--- src/rtl/rmii_rxo_pkg.sv ---
package rmii_rxo_pkg;
  localparam int BYTE_W  = 8;
  localparam int DIBIT_W = 2;
  localparam int SLOTS   = BYTE_W / DIBIT_W;
  localparam int SLOT_W  = $clog2(SLOTS);

  typedef logic [DIBIT_W-1:0] dibit_t;
  typedef logic [SLOT_W-1:0]  slot_t;

  localparam dibit_t FILL_SYM  = 2'b00;
  localparam dibit_t FALSE_SYM = 2'b10;
  localparam slot_t  LAST_SLOT = slot_t'(SLOTS - 1);

  // di-bit at slot position pos, lowest pair first
  function automatic dibit_t pick_dibit(input logic [BYTE_W-1:0] b, input slot_t pos);
    return b[{pos, 1'b0} +: DIBIT_W];
  endfunction

  // data-valid level for a slot: carrier, or mid-byte drain
  function automatic logic slot_valid(input logic carrier, input logic sending, input slot_t pos);
    return carrier | (sending & (pos != '0));
  endfunction
endpackage

--- src/rtl/rxo_fifo.sv ---
module rxo_fifo #(
  parameter int DEPTH = 8,
  parameter int W     = 8,
  localparam int CW   = $clog2(DEPTH + 1)
) (
  input  logic          clk,
  input  logic          rst_n,
  input  logic          push,
  input  logic          pop,
  input  logic [W-1:0]  wdata,
  output logic [W-1:0]  rdata,
  output logic          empty,
  output logic          full,
  output logic [CW-1:0] count
);
  localparam int AW = (DEPTH > 1) ? $clog2(DEPTH) : 1;
  localparam logic [AW-1:0] LAST_PTR = AW'(DEPTH - 1);

  logic [W-1:0]  mem [DEPTH];
  logic [AW-1:0] wr_ptr, rd_ptr;

  function automatic logic [AW-1:0] ptr_next(input logic [AW-1:0] p);
    return (p == LAST_PTR) ? '0 : p + 1'b1;
  endfunction

  assign empty = (count == '0);
  assign full  = (count == CW'(DEPTH));
  assign rdata = mem[rd_ptr];

  always_ff @(posedge clk) begin
    if (push) mem[wr_ptr] <= wdata;
  end

  always_ff @(posedge clk or negedge rst_n) begin
    if (!rst_n) begin
      wr_ptr <= '0;
      rd_ptr <= '0;
      count  <= '0;
    end else begin
      if (push) wr_ptr <= ptr_next(wr_ptr);
      if (pop)  rd_ptr <= ptr_next(rd_ptr);
      case ({push, pop})
        2'b10:   count <= count + 1'b1;
        2'b01:   count <= count - 1'b1;
        default: count <= count;
      endcase
    end
  end
endmodule

--- src/rtl/rxo_rate.sv ---
module rxo_rate #(
  parameter int SLOW_DIV = 10
) (
  input  logic clk,
  input  logic rst_n,
  input  logic slow,
  input  logic hold,
  output logic tick
);
  if (SLOW_DIV > 1) begin : g_div
    localparam int DW = $clog2(SLOW_DIV);
    localparam logic [DW-1:0] LAST = DW'(SLOW_DIV - 1);
    logic [DW-1:0] div_q;

    always_ff @(posedge clk or negedge rst_n) begin
      if (!rst_n)              div_q <= '0;
      else if (hold)           div_q <= '0;
      else if (div_q == LAST)  div_q <= '0;
      else                     div_q <= div_q + 1'b1;
    end

    assign tick = !slow || (div_q == LAST);
  end else begin : g_nodiv
    logic unused_ok;
    assign unused_ok = &{1'b0, slow, hold};
    assign tick = 1'b1;
  end
endmodule

--- src/rtl/rxo_serial.sv ---
module rxo_serial
  import rmii_rxo_pkg::*;
(
  input  logic              clk,
  input  logic              rst_n,
  input  logic              tick,
  input  logic              carrier,
  input  logic              false_cr,
  input  logic              fifo_empty,
  input  logic [BYTE_W-1:0] fifo_rdata,
  output logic              pop,
  output dibit_t            rxd,
  output logic              crs_dv,
  output logic              sending,
  output slot_t             pos
);
  logic [BYTE_W-1:0] cur_q, cur_n;
  slot_t             pos_q, pos_n;
  logic              send_q, send_n;
  dibit_t            rxd_q, rxd_n;
  logic              crs_q, crs_n;
  logic              false_now, more_in_byte;

  assign false_now    = carrier & false_cr;
  assign more_in_byte = send_q && (pos_q != LAST_SLOT);
  assign pop          = tick && !false_now && !more_in_byte && !fifo_empty;

  always_comb begin
    cur_n  = cur_q;
    pos_n  = pos_q;
    send_n = send_q;
    rxd_n  = rxd_q;
    crs_n  = crs_q;
    if (tick) begin
      if (false_now) begin
        send_n = 1'b0;
        pos_n  = '0;
        rxd_n  = FALSE_SYM;
        crs_n  = 1'b1;
      end else if (more_in_byte) begin
        pos_n = pos_q + 1'b1;
        rxd_n = pick_dibit(cur_q, pos_n);
        crs_n = slot_valid(carrier, 1'b1, pos_n);
      end else if (!fifo_empty) begin
        cur_n  = fifo_rdata;
        pos_n  = '0;
        send_n = 1'b1;
        rxd_n  = pick_dibit(fifo_rdata, '0);
        crs_n  = slot_valid(carrier, 1'b1, '0);
      end else begin
        send_n = 1'b0;
        pos_n  = '0;
        rxd_n  = FILL_SYM;
        crs_n  = carrier;
      end
    end else if (carrier && !crs_q) begin
      crs_n = 1'b1;
    end
  end

  always_ff @(posedge clk or negedge rst_n) begin
    if (!rst_n) begin
      cur_q  <= '0;
      pos_q  <= '0;
      send_q <= 1'b0;
      rxd_q  <= FILL_SYM;
      crs_q  <= 1'b0;
    end else begin
      cur_q  <= cur_n;
      pos_q  <= pos_n;
      send_q <= send_n;
      rxd_q  <= rxd_n;
      crs_q  <= crs_n;
    end
  end

  assign rxd     = rxd_q;
  assign crs_dv  = crs_q;
  assign sending = send_q;
  assign pos     = pos_q;
endmodule

--- src/rtl/rmii_rx_dibit_out.sv ---
module rmii_rx_dibit_out
  import rmii_rxo_pkg::*;
#(
  parameter int FIFO_DEPTH = 8,
  parameter int SLOW_DIV   = 10
) (
  input  logic              clk,
  input  logic              rst_n,
  input  logic              speed_10,
  input  logic              rx_carrier,
  input  logic              rx_false_carrier,
  input  logic              byte_valid,
  input  logic [BYTE_W-1:0] byte_data,
  output logic [DIBIT_W-1:0] rxd,
  output logic              crs_dv,
  output logic              ovf_err
);
  localparam int CNT_W = $clog2(FIFO_DEPTH + 1);

  // named internal events
  logic              tick_w, idle_w, mode_slow_q;
  logic              fifo_empty, fifo_full, fifo_pop, fifo_push;
  logic [CNT_W-1:0]  fifo_count;
  logic [BYTE_W-1:0] fifo_rdata;
  logic              wr_attempt, overflow_w, drop_q, err_q;
  logic              in_data;
  slot_t             pos_w;

  assign idle_w     = !crs_dv && fifo_empty && !in_data;
  assign wr_attempt = byte_valid && !drop_q;
  assign overflow_w = wr_attempt && fifo_full;
  assign fifo_push  = wr_attempt && !fifo_full;

  always_ff @(posedge clk or negedge rst_n) begin
    if (!rst_n) begin
      mode_slow_q <= 1'b0;
      drop_q      <= 1'b0;
      err_q       <= 1'b0;
    end else begin
      if (idle_w) mode_slow_q <= speed_10;
      if (overflow_w)       drop_q <= 1'b1;
      else if (!rx_carrier) drop_q <= 1'b0;
      if (overflow_w) err_q <= 1'b1;
    end
  end

  assign ovf_err = err_q;

  rxo_fifo #(.DEPTH(FIFO_DEPTH), .W(BYTE_W)) u_fifo (
    .clk   (clk),
    .rst_n (rst_n),
    .push  (fifo_push),
    .pop   (fifo_pop),
    .wdata (byte_data),
    .rdata (fifo_rdata),
    .empty (fifo_empty),
    .full  (fifo_full),
    .count (fifo_count)
  );

  rxo_rate #(.SLOW_DIV(SLOW_DIV)) u_rate (
    .clk   (clk),
    .rst_n (rst_n),
    .slow  (mode_slow_q),
    .hold  (idle_w),
    .tick  (tick_w)
  );

  rxo_serial u_ser (
    .clk        (clk),
    .rst_n      (rst_n),
    .tick       (tick_w),
    .carrier    (rx_carrier),
    .false_cr   (rx_false_carrier),
    .fifo_empty (fifo_empty),
    .fifo_rdata (fifo_rdata),
    .pop        (fifo_pop),
    .rxd        (rxd),
    .crs_dv     (crs_dv),
    .sending    (in_data),
    .pos        (pos_w)
  );
endmodule

--- config.mk ---
export PLATFORM = sky130hd
export DESIGN_NAME = rmii_rx_dibit_out
export DESIGN_NICKNAME = d
export VERILOG_FILES = /design/src/rtl/rmii_rxo_pkg.sv /design/src/rtl/rxo_fifo.sv /design/src/rtl/rxo_rate.sv /design/src/rtl/rxo_serial.sv /design/src/rtl/rmii_rx_dibit_out.sv
export SDC_FILE = /design/constraint.sdc
export NUM_CORES = 1
export LEC_CHECK = 0
export CAP_MARGIN = 20
export CELL_PAD_IN_SITES_DETAIL_PLACEMENT = 1
export CELL_PAD_IN_SITES_GLOBAL_PLACEMENT = 1
export CORE_MARGIN = 5
export CORE_UTILIZATION = 50
export CTS_CLUSTER_SIZE = 8
export DETAILED_ROUTE_END_ITERATION = 16
export PLACE_DENSITY = 0.77
export RECOVER_POWER = 100
export SYNTH_ARGS = -nofsm -noshare
export SYNTH_HDL_FRONTEND = slang
export SYNTH_SLANG_ARGS = --single-unit
--- constraint.sdc ---
create_clock -name clk -period 4.51 [get_ports clk]
set_input_delay 0.902 -clock clk [delete_from_list [all_inputs] [get_ports clk]]
set_output_delay 0.902 -clock clk [all_outputs]
set_load 0.01 [all_outputs]
Yosys cells after proc, flatten, opt, wreduce, memory -nomap -nowiden:

Memory sizes are Yosys's and may differ from the RTL's.
Cells that the tools add are included.

* add/sub/neg operators: 6
* multipliers: 0
* div/mod/pow operators: 0
* order comparisons: 0
* eq/ne operators: 9
* shift-type cells: 1
* mux-type cells: 21
* bitwise operators: 5
* reductions and logical operators: 25

Operators by type and width (number)
* 1-bit 2-to-1 mux: 11
* 1-bit logical AND: 10
* 2-bit 2-to-1 mux: 5
* 4-bit by 1-bit adder with 4-bit output (second input constant): 2
* 4-bit == test (second input constant): 2
* 1-bit logical NOT: 8
* 4-bit 2-to-1 mux: 2
* 4-bit case mux with 2 select lines: 1
* 8-bit by 4-bit indexed part select with 2-bit output: 1
* 3-bit by 1-bit adder with 3-bit output (second input constant): 2
* 3-bit == test (second input constant): 2
* 3-bit 2-to-1 mux: 2
* 2-bit nonzero test: 3
* 4-bit logical NOT: 1
* 2-bit by 1-bit inequality test with 1-bit output (second input constant): 2
* 4-bit AND reduction: 1
* 4-bit by 1-bit subtractor with 4-bit output (second input constant): 1
* 1-bit inverter: 3
* 2-bit by 1-bit adder with 2-bit output (second input constant): 1
* 2-bit by 1-bit == test with 1-bit output (second input constant): 1
* 2-bit == test (second input constant): 1
* 2-bit inequality test (second input constant): 1
* 2-bit AND reduction: 1
* 1-bit AND: 1
* 2 further kinds: 2

* flip-flop bits (word level): 31
* bits in latches: 0
* bits in writable memories: 64
* memory bits (read-only): 0
* input bits: 14
* output and inout port bits: 4
* word-level logic and storage cells: 80
* memories: 1

Memories
* u_fifo.mem: words 8, bits a word 8, read ports 1, clocked after Yosys merged registers in 0, wr ports 1, RTL line rxo_fifo.sv:19 `logic [W-1:0] mem [DEPTH];`

Logic depth before layout (Yosys ltp):

* depth after elaboration: 7
* depth in mapped cells: 13

By module:

A second synthesis with hierarchy kept.

* cells, all modules: 226
* area, all modules: 4085.2 um^2

By module, submodules not included
* rxo_fifo: times used 1, cells each 149, area an instance 3075.4 um^2, seq. area each 2172.1 um^2
* rxo_serial: times used 1, cells each 47, area an instance 671.9 um^2, seq. area each 350.3 um^2
* rxo_rate: times used 1, cells each 20, area an instance 203.9 um^2, seq. area each 100.1 um^2
* rmii_rx_dibit_out: times used 1, cells each 10, area an instance 133.9 um^2, seq. area each 75.1 um^2

Worst setup path before layout:

Ideal clock, no wire load.

* path type: input -> register
* start: input port rx_carrier
* end: register u_fifo.count[2]
* library setup time: 0.125 ns
* arrival time: 2.610 ns
* data required time: 4.385 ns
* setup slack: 1.775 ns
* stages: 12
* path buffers: 1
* cells stage by stage: nand2_1 o211ai_1 nand2b_1 buf_2 inv_1 ha_1 xor2_1 ha_1 a21oi_1 xor2_1 nor2_1 xor2_1

* word-level cells in the longest chain between the ends: 7

Ends and longest elaborated chain
* start, declared: RTL line rmii_rx_dibit_out.sv:10 `input logic rx_carrier,`
* 1-bit AND (*): RTL line rxo_serial.sv:24 `assign false_now = carrier & false_cr;`
* 1-bit logical NOT (*): RTL line rxo_serial.sv:26 `assign pop = tick && !false_now && !more_in_byte && !fifo_empty;`
* 1-bit logical AND (*) (3 in a row): RTL line rxo_serial.sv:26
* via fifo_pop: RTL line rmii_rx_dibit_out.sv:22 `logic fifo_empty, fifo_full, fifo_pop, fifo_push;`
* 2-bit by 1-bit == test with 1-bit output / 2-bit == test (equally long branches): RTL line rxo_fifo.sv:42 `case ({push, pop})`
* 4-bit case mux with 2 select lines / 2-bit nonzero test (equally long branches)
* end signal, assigned: RTL line rxo_fifo.sv:43 `2'b10: count <= count + 1'b1;`
* end signal, assigned: RTL line rxo_fifo.sv:44 `2'b01: count <= count - 1'b1;`
* end signal, assigned: RTL line rxo_fifo.sv:45 `default: count <= count;`
* end, declared: RTL line rxo_fifo.sv:14 `output logic [CW-1:0] count`

The timed path passes the listed nets; every way through them passes the cells marked *.
A chain may end at the register's enable or synchronous reset.

Worst setup path in the final report:

Ends and elaborated chain as after synthesis.

==> impl_metrics.csv <==
group,metric,value,unit
clocking,tritoncts_num_sinks,95,
grt,antenna_found_initial,0,
synthesis,post_synth_main_area_contributors,"edfxtp_1, dfrtp_1, mux4_1",
die,io_pins,18,
power,leakage_power_figure,1.66,nW
synthesis,ys_seq_area_share,66.8,%
run,timing.max_cap.violations,1,
finish,multiInputGateArea,0.00126,mm²
finish,final_area,0.00448,mm²
placed_design,portBuffers,17,
setup_path,timing.critical_path.arrival,3550,ps
grt,total_congestion_overflow,0,
timing,tightest_slew,1680,ps
synthesis,synth_area_leader_cell,"edfxtp_1",
synthesis,postSynthNetCount,255,
drt,drt-vias-per-instance,5.60,
timing,timing.final.max_slew_violations,32,
setup_path,cp_startpoint_kind,"input port",
die,placeableCoreArea,0.00781,mm²
grt,vias_in_the_first_global_route,2196,
timing,period_share,73.2,%
placed_design,post-place-cells,349,
die,die_width,99.9,µm
setup_path,path_cells,"dlygate4sd3_1 -> nand2_1 -> o211ai_1 -> nand2b_1 -> inv_1 -> ha_1 -> xor2_1 -> ha_1 -> a21oi_1 -> xor2_1 -> nor2_1 -> xor2_1",
clocking,cts_hold_repair.buffers,0,
grt,groute.usage.overall,16.2,%
placed_design,gp_congestion,0.727,
synthesis,syn-mean-instance-area,17.4,µm²
drt,drt-initial-drc-count,63,
grt,grt_start_max_net_pins,32,
power,share_clk_of_total_power,19.0,%
timing,clock_skew,6.63,ps
setup_path,path_common_cell,"xor2_1",
timing,maxSlewHeadroom,-12.2,%
timing,fin_ws,1210,ps
finish,net_count_reported_at_finish,281,
timing,maxClockFrequency,303,MHz
setup_path,criticalPathCategory,"input port to flip-flop",
timing,setup_total_negative_slack,0,ps
setup_path,timing.critical_path.max_delay_family,"buffers and inverters",
synthesis,synth-edff-count,64,
worst_hold_path,min-delay-path-class,"flip-flop to flip-flop",
finish,final_cell_count_no_fill,365,
clocking,cts.path.max_buffers,2,
grt,first_pass_grt_wire_length,12.0,mm
finish,final.fill_count,733,
power,power.share.combinational,31.9,%
timing,fin_crit,3300,ps
timing,timing.final.setup_violations,0,
clocking,clkTransAtPathRegs,100,ps
die,row_count,32,
placed_design,preCtsSetupSlack,864,ps
placed_design,post_dp_cell_area,0.00432,mm²
power,net_switching_power,0.000929,W
synthesis,synth-seq-cells,95,
synthesis,synthFlopType,"edfxtp_1",
drt,drc_errors,0,
power,switching_share,33.1,%
timing,hold_viol_final,0,
finish,drive_above_1_share,15.6,%
power,design_power_total,0.00281,W
drt,route.final.wire_length,7.24,mm
synthesis,ys_async_rst_share,32.6,%
synthesis,synthesis.area,0.00404,mm²
power,internal_power,0.00188,W
drt,firstDrtPassIters,4,
finish,sequential_cell_area,0.00270,mm²
setup_path,critical_path.max_stage_delay,580,ps
clocking,cts-htree-levels,3,
run_status,outcome,"complete, but fails checks",
placed_design,detailedPlacementHpwl,4.86,mm
timing,grt_setup_unrepaired,"no",
setup_path,slowest_stage,"dlygate4sd3_1",
clocking,cts_made_buffers,9,
synthesis,yosys_warnings,0,
drt,ant_nets,0,
clocking,post_cts_repair_resize_count,0,
power,vdd_drop_max,247,µV
drt,via_count,2043,
finish,layout-area-overhead-vs-synth,11.1,%
power,pwr-share-seq,49.1,%
setup_path,cp-end-kind,"flip-flop",
synthesis,synth_top_cell_area_share,47.6,%
die,floorplan.initialDensity,51.7,%
clocking,cts_setup_buffers,0,
finish,n_antenna_cell,0,
setup_path,worstPathRequired,4760,ps
run_status,violations,"capacitance limit, slew limit",
die,die_area,0.00997,mm²
die,die_h,99.9,µm
clocking,worstSkewPairLatency,360,ps
clocking,cts_root_buf,"clkbuf_8",
synthesis,synth_cell_types,36,
synthesis,syn-instance-count,232,
synthesis,synth.cells.most_frequent,"edfxtp_1, dfrtp_1, mux2_2, mux4_1, nor2_1",
power,power_density,627,mW/mm²
synthesis,yosysMostFrequentCell,"edfxtp_1",
setup_path,cp.buffers_inverters,2,
setup_path,path_max_fanout,13,
drt,route.detailed.wl_per_inst,19.8,µm
clocking,cts_tree,"yes",
per-stage QoR:
| stage | hold WS (ps) | util (%) |
|---|---|---|
| after floorplan | 445 | - |
| after global placement | 455 | 55.3 |
| after detailed placement | 460 | 55.3 |
| after CTS | 488 | 57.7 |
| after global routing | 510 | 57.4 |
| final | 470 | 57.4 |
worst reg2reg max path, stage by stage, from the launching register on:
cell and delay [ps]:
dfrtp_1 480, ha_1 250, nand2b_1 160, o211ai_1 160
nand2b_1 520, inv_1 140, ha_1 300, xor2_1 170
ha_1 180, a21oi_1 140, xor2_1 160, nor2_1 60
xor2_1 140
registers in the layout (all words and copies together) (netlist names):
| name | count |
|---|---|
| drop_q | 1 |
| u_fifo.rd_ptr | 3 |
| ovf_err | 1 |
| u_ser.pos | 2 |
| u_fifo.mem | 64 |
| u_ser.crs_dv | 1 |
| u_fifo.count | 4 |
| mode_slow_q | 1 |
| u_ser.sending | 1 |
| u_fifo.wr_ptr | 3 |
| u_rate.g_div.div_q | 4 |
| u_ser.rxd | 2 |
| u_ser.cur_q | 8 |
cells by family (layout without fill, tap and decap cells):
family	count (synthesis)	count (layout)	share of synthesized area (%)
AOI/OAI and AO/OA	17	17	2.79
DFF	95	95	66.8
and+or+nand+nor	53	53	6.91
muxes	40	40	17.6
adders and majority gates	9	9	2.79
buffers and inverters	12	43	1.74
xor gates and xnor gates	6	6	1.30
per-layer routing:
metal / vias up / global-route usage (%) / share of wire, %
met5: - / 0 / 0
met4: 0 / 6.62 / 1.5
met3: 8 / 3.61 / 3.3
met2: 28 / 26.8 / 53
met1: 1051 / 20.9 / 42
li1: 956 / - / -
final timing paths:
path | from | slack, ps | cells after the start | to
worst max-delay path | rx_carrier | 1210 | 12 | u_fifo.count[2]$_DFFE_PN0P_
worst min-delay path | ovf_err$_DFFE_PN0P_ | 470 | 1 | ovf_err$_DFFE_PN0P_
worst max register to register | u_ser.pos[0]$_DFFE_PN0N_ | 1550 | 12 | u_fifo.count[2]$_DFFE_PN0P_
worst min register to register | ovf_err$_DFFE_PN0P_ | 470 | 1 | ovf_err$_DFFE_PN0P_
max in group asynchronous | rst_n | 2030 | 2 | u_ser.cur_q[3]$_DFFE_PN0P_
min in group asynchronous | rst_n | 1500 | 2 | u_rate.g_div.div_q[3]$_DFF_PN0_
cell usage in the layout (no fill, tap or decap), types with 2 or more instances in the layout:
master / count
a211o_1: 3
nor2_1: 14
xor2_1: 4
nand2_1: 11
inv_1: 6
nand3b_1: 2
nand2b_1: 11
o21ai_0: 5
clkbuf_1: 4
nand3_1: 2
inv_6: 2
mux2_2: 20
nor3_1: 6
mux4_2: 2
inv_8: 2
a21oi_1: 3
clkinvlp_4: 2
ha_1: 9
clkbuf_8: 9
dfrtp_1: 31
edfxtp_1: 64
xnor2_1: 2
clkdlybuf4s50_1: 2
mux4_1: 16
dlygate4sd3_1: 15
power groups by stage:
stage / Sequential, W / Clock, W / Combinational, W
2_1_floorplan: 0.00129 / 0 / 0.000779
3_3_place_gp: 0.00139 / 0 / 0.000888
3_5_place_dp: 0.00141 / 0 / 0.000926
4_1_cts: 0.00139 / 0.000556 / 0.000933
5_1_grt: 0.00142 / 0.000596 / 0.000993
6_report: 0.00138 / 0.000533 / 0.000898
layout make-up:
class,count,share of cell area [%]
Clock inverter,7,1.42
Tap cell,102,2.85
Clock buffer,9,2.76
Inverter,6,0.502
Timing Repair Buffer,21,4.13
Sequential cell,95,60.2
Multi-Input combinational cell,125,28.2
(Power assumes the default switching activity.)
